===== src/rtl/twi_flag_regs.sv =====
module twi_flag_regs #(
  parameter int AW = 6,
  parameter int BW = 8,
  parameter bit SMB_EN = 1'b1
) (
  input  logic          clk,
  input  logic          rst_n,
  input  logic          pe,
  input  logic          nostretch,
  input  logic          wr_en,
  input  logic          rd_en,
  input  logic [AW-1:0] addr,
  input  logic [31:0]   wdata,
  output logic [31:0]   rdata,
  input  logic          tx_take,
  input  logic          tx_need,
  output logic [BW-1:0] tx_byte,
  input  logic          rx_push,
  input  logic [BW-1:0] rx_byte,
  input  logic [8:0]    ev_set,
  output logic          irq,
  output logic          tx_dma_req,
  output logic          rx_dma_req
);
  localparam logic [AW-1:0] A_CTRL = AW'(6'h00);
  localparam logic [AW-1:0] A_IER  = AW'(6'h08);
  localparam logic [AW-1:0] A_STS  = AW'(6'h18);
  localparam logic [AW-1:0] A_CLR  = AW'(6'h1C);
  localparam logic [AW-1:0] A_RXD  = AW'(6'h24);
  localparam logic [AW-1:0] A_TXD  = AW'(6'h28);
  localparam logic [8:0] EV_MASK = SMB_EN ? 9'h1FF : 9'h03F;

  logic          txe_q, txis_q, rxne_q;
  logic [8:0]    ev_q;
  logic [13:0]   ier_q;
  logic [1:0]    dma_q;
  logic [BW-1:0] txd_q, rxd_q;
  logic [13:0]   status;

  wire wr_sts = wr_en && addr == A_STS;
  wire wr_clr = wr_en && addr == A_CLR;
  wire wr_txd = wr_en && addr == A_TXD && pe;
  wire rd_rxd = rd_en && addr == A_RXD;
  wire flush  = wr_sts && wdata[0];
  wire sw_txis = wr_sts && wdata[1] && nostretch;
  wire [8:0] clr_vec = wr_clr ? {wdata[13:8], wdata[5:3]} : 9'h0;

  assign status = {ev_q[8:3], 2'b00, ev_q[2:0], rxne_q, txis_q, txe_q};

  always_ff @(posedge clk or negedge rst_n) begin
    if (!rst_n) begin
      ev_q  <= '0;
      ier_q <= '0;
      dma_q <= '0;
    end else begin
      ev_q <= ((ev_q & ~clr_vec) | ev_set) & EV_MASK;
      if (wr_en && addr == A_IER)  ier_q <= wdata[13:0];
      if (wr_en && addr == A_CTRL) dma_q <= wdata[1:0];
    end
  end

  always_ff @(posedge clk or negedge rst_n) begin
    if (!rst_n) begin
      txe_q  <= 1'b1;
      txis_q <= 1'b0;
      txd_q  <= '0;
    end else if (!pe) begin
      txe_q  <= 1'b1;
      txis_q <= 1'b0;
    end else if (wr_txd) begin
      txe_q  <= 1'b0;
      txis_q <= 1'b0;
      txd_q  <= wdata[BW-1:0];
    end else begin
      if (tx_take || flush) txe_q <= 1'b1;
      if (flush) txd_q <= '0;
      if ((tx_need && txe_q) || sw_txis) txis_q <= 1'b1;
    end
  end

  always_ff @(posedge clk or negedge rst_n) begin
    if (!rst_n) begin
      rxne_q <= 1'b0;
      rxd_q  <= '0;
    end else if (!pe) begin
      rxne_q <= 1'b0;
    end else if (rx_push) begin
      rxne_q <= 1'b1;
      rxd_q  <= rx_byte;
    end else if (rd_rxd) begin
      rxne_q <= 1'b0;
    end
  end

  always_comb begin
    rdata = '0;
    case (addr)
      A_CTRL:  rdata = {30'b0, dma_q};
      A_IER:   rdata = {18'b0, ier_q};
      A_STS:   rdata = {18'b0, status};
      A_RXD:   rdata = {{(32-BW){1'b0}}, rxd_q};
      A_TXD:   rdata = {{(32-BW){1'b0}}, txd_q};
      default: rdata = '0;
    endcase
  end

  assign tx_byte    = txd_q;
  assign irq        = |(status & ier_q);
  assign tx_dma_req = txis_q && dma_q[0];
  assign rx_dma_req = rxne_q && dma_q[1];
endmodule


===== config.mk =====
export PLATFORM = sky130hd
export DESIGN_NAME = twi_flag_regs
export DESIGN_NICKNAME = d
export VERILOG_FILES = /design/src/rtl/twi_flag_regs.sv
export SDC_FILE = /design/constraint.sdc
export NUM_CORES = 1
export LEC_CHECK = 0
export ABC_AREA = 1
export CORE_MARGIN = 2
export CORE_UTILIZATION = 55
export DETAILED_ROUTE_END_ITERATION = 8
export DONT_BUFFER_PORTS = 1
export GPL_TIMING_DRIVEN = 1
export HOLD_SLACK_MARGIN = 0.08
export PLACE_DENSITY = 0.7
export SYNTH_ARGS = -nofsm -noshare
export SYNTH_HDL_FRONTEND = slang
export SYNTH_SLANG_ARGS = --single-unit

===== constraint.sdc =====
create_clock -name clk -period 1.85 [get_ports clk]
set_clock_uncertainty 0.15 [all_clocks]
set_input_delay 0.0925 -clock clk [delete_from_list [all_inputs] [get_ports clk]]
set_output_delay 0.0925 -clock clk [all_outputs]
set_load 0.01 [all_outputs]

==> reports/qor.csv <==
metric,value,unit
full die area,0.00482,mm2
Yosys top cell area share,45.7,%
Vias,2144,
fin cells,415,
FF/Latch Area,0.00110,mm2
clk sinks,44,
YS warnings,0,
Die W,69.4,um
layer carrying the most global-route usage,met2,
nets,428,
Detailed Route Iter0 Violations,126,
Post-Syn Instances,285,
largest family of logic cells by synthesized area,simple AND/OR/NAND/NOR gates,
highest net fanout along the worst path,9,
Synth area leaders,"dfrtp_1 (46%), nand2_1 (15%), buf_4 (6.1%)",
first-pass GRT wire length,9.84,mm
met1 Use GR,33.8,%
final hold viol count,0,
Final setup viols,0,
initial antenna violation count,0,
Net Sw Power,0.573,mW
Inserted Diodes,0,
wire length per cell,14.5,um
clock share of power,30.0,%
sequential area share after synthesis,46.8,%
status,finished clean,
Synth Cell Area,0.00235,mm2
row count,23,
largest net degree at the start of global routing,45,
Synth Area in Simple Gates,25.8,%
Initial Utilization,58.0,%
crit end category,register,
TritonCTS clock tree,yes,
CP startpoint kind,primary input,
H-tree depth,2,
layout cells sized above 1,12.1,%
PwrDens,659,mW/mm2
Cell variety after synth,27,
Post-synth EDFFs,0,
footprint of the multi-input gates,0.00103,mm2
crit share post-route,98.2,%
Comb pwr share,16.5,%
total gr overflow,0,
DP HPWL,3.68,mm
CP Class,in -> reg,
Fin Hold WS,0.131,ns
"FFs w/ async S/R, synth",100,%
mux share of post-synthesis cell area,3.83,%
Sw Ratio,27.2,%
WL final,6.01,mm
I/O pin cnt,107,
GRT Util Overall,25.3,%
Main synth FF type,dfrtp_1,
Worst VDD drop,458,uV
Yosys top cell by area,dfrtp_1,
port bufs,0,
Clock Pin Slew Worst Setup and Hold Paths,0.09,ns
Root Driver,clkbuf_8,
synthesis-to-layout area growth,35.8,%
met2 Usage GRT,42.0,%
cell-internal power,1.53,mW
max-cap viol count,0,
antenna-violating nets left,0,
Routability Congestion,0.822,
total clock buffers created by CTS,5,
Setup TNS,0,ns
DRC viols,0,
WP data arrival,1.91,ns
Synth Area in XOR/XNOR,0,%
Fmax,551,MHz
Tmin final,1.82,ns
Hold/Removal Path Class,in -> reg,
CP required,1.94,ns
proportion of power drawn by flip-flops and latches,53.5,%
DR vias/cell,5.17,
Pins Over Slew Limit,0,
Placed Cells,334,
met3 GRT Util,6.25,%
RSZ-0062 raised after global routing,no,
clk buf depth,2,
Pre-antenna DRT Iters,5,
Fillers,296,
fraction of the mapped netlist area in adder cells,0,%
vias in the first global route,2081,
Worst-Skew Late Latency,0.29,ns
core area,0.00406,mm2
"flops & latches, synth",44,
static leakage,1.59,nW
Die Ht,69.4,um
Avg Inst Size Synth,8.26,um2
Synth Area in Compound Gates,10.9,%
per-stage QoR:
step	cell area (um2)	setup slack, ns	util, %	power (mW)
2_1_floorplan	2420	0.721	-	1.33
3_3_place_gp	2340	0.476	57.6	1.34
3_5_place_dp	2340	0.446	57.6	1.35
4_1_cts	3180	0.0147	78.5	2.11
5_1_grt	3200	0.00336	78.8	2.22
6_report	3200	0.0338	78.8	2.11
placed cells by master (no fill, tap or decap), types with 3 or more instances in the layout:
master          n
nand3_1        12
nand4_1         5
nand2_1        92
o21ai_2         9
a221oi_1        3
conb_1         18
dfrtp_1        43
nand2_2         3
dlygate4sd3_1  70
mux2_2          8
a21oi_1         6
nor2_1         21
inv_1          32
buf_4           4
o21ai_0        10
o21bai_1        5
clkbuf_8        6
power by group through the flow:
stage	Sequential (mW)	Clock [mW]	Combinational [mW]
final	1.13	0.631	0.349
after global routing	1.14	0.692	0.387
after CTS	1.12	0.645	0.341
after detailed placement	1.14	0	0.206
after global placement	1.14	0	0.200
after floorplan	1.13	0	0.208
path summary, 6_finish.rpt:
| path | start | to | slack [ns] | depth (start not counted) |
|---|---|---|---|---|
| worst max-delay path | pe | tx_byte[1]$_DFFE_PN0P_ | 0.03 | 6 |
| worst min-delay path | wr_en | tx_byte[0]$_DFFE_PN0P_ | 0.13 | 5 |
| worst max register to register | ev_q[2]$_DFF_PN0_ | ev_q[2]$_DFF_PN0_ | 0.44 | 3 |
| worst min register to register | ier_q[7]$_DFFE_PN0P_ | ier_q[7]$_DFFE_PN0P_ | 0.33 | 2 |
| max in group asynchronous | rst_n | txe_q$_DFFE_PN1P_ | 1.15 | 2 |
| min in group asynchronous | rst_n | ier_q[1]$_DFFE_PN0P_ | 0.15 | 2 |
cell usage after synthesis (2+ instances only):
library cell and instances:
mux2_2 8, inv_1 32, buf_4 19, a21oi_1 6, nand2_4 2, nor2_1 21
nand4_1 5, o21ai_2 9, nand3_1 12, o21ai_0 10, nand2_1 94, buf_6 2
a22o_1 2, o21bai_1 5, a21oi_2 2, a221oi_1 3, dfrtp_1 43
cell type report:
cell class	count	area share, %
Sequential cell	44	34.5
Tap cell	50	1.96
Clock inverter	2	0.470
Inverter	33	4.11
Timing Repair Buffer	76	24.1
Multi-Input combinational cell	204	32.3
Clock buffer	6	2.58
sequential cells by signal, indices dropped and copies added, names as in the netlist:
| register | flops |
|---|---|
| ev_q | 9 |
| rxne_q | 1 |
| txis_q | 1 |
| txe_q | 1 |
| tx_byte | 8 |
| ier_q | 14 |
| rxd_q | 8 |
| dma_q | 2 |
repair_timing:
action / CTS / global route
setup endpoints to repair: 0 / 11
resized for setup: 0 / 5
setup buffers: 0 / 1
endpoints found under the hold margin: 88 / 0
hold buffers: 73 / 0
critical path, cell delays in order:
cell	delay, ns
dlygate4sd3_1	0.66
inv_1	0.12
nor2_4	0.27
nand2_1	0.10
dlygate4sd3_1	0.59
nand2_1	0.07
cell families after synthesis:
group | Yosys count
mux | 8
compound gates | 37
buf+inv | 54
flops | 44
simple gates | 141
other cells | 1
routing by layer:
| layer | wire, um | vias up |
|---|---|---|
| li1 | - | 1029 |
| met1 | 2520 | 1024 |
| met2 | 2960 | 85 |
| met3 | 478 | 6 |
| met4 | 48 | 0 |
| met5 | 0 | - |
No activity file was read; power rests on OpenSTA's default activity.
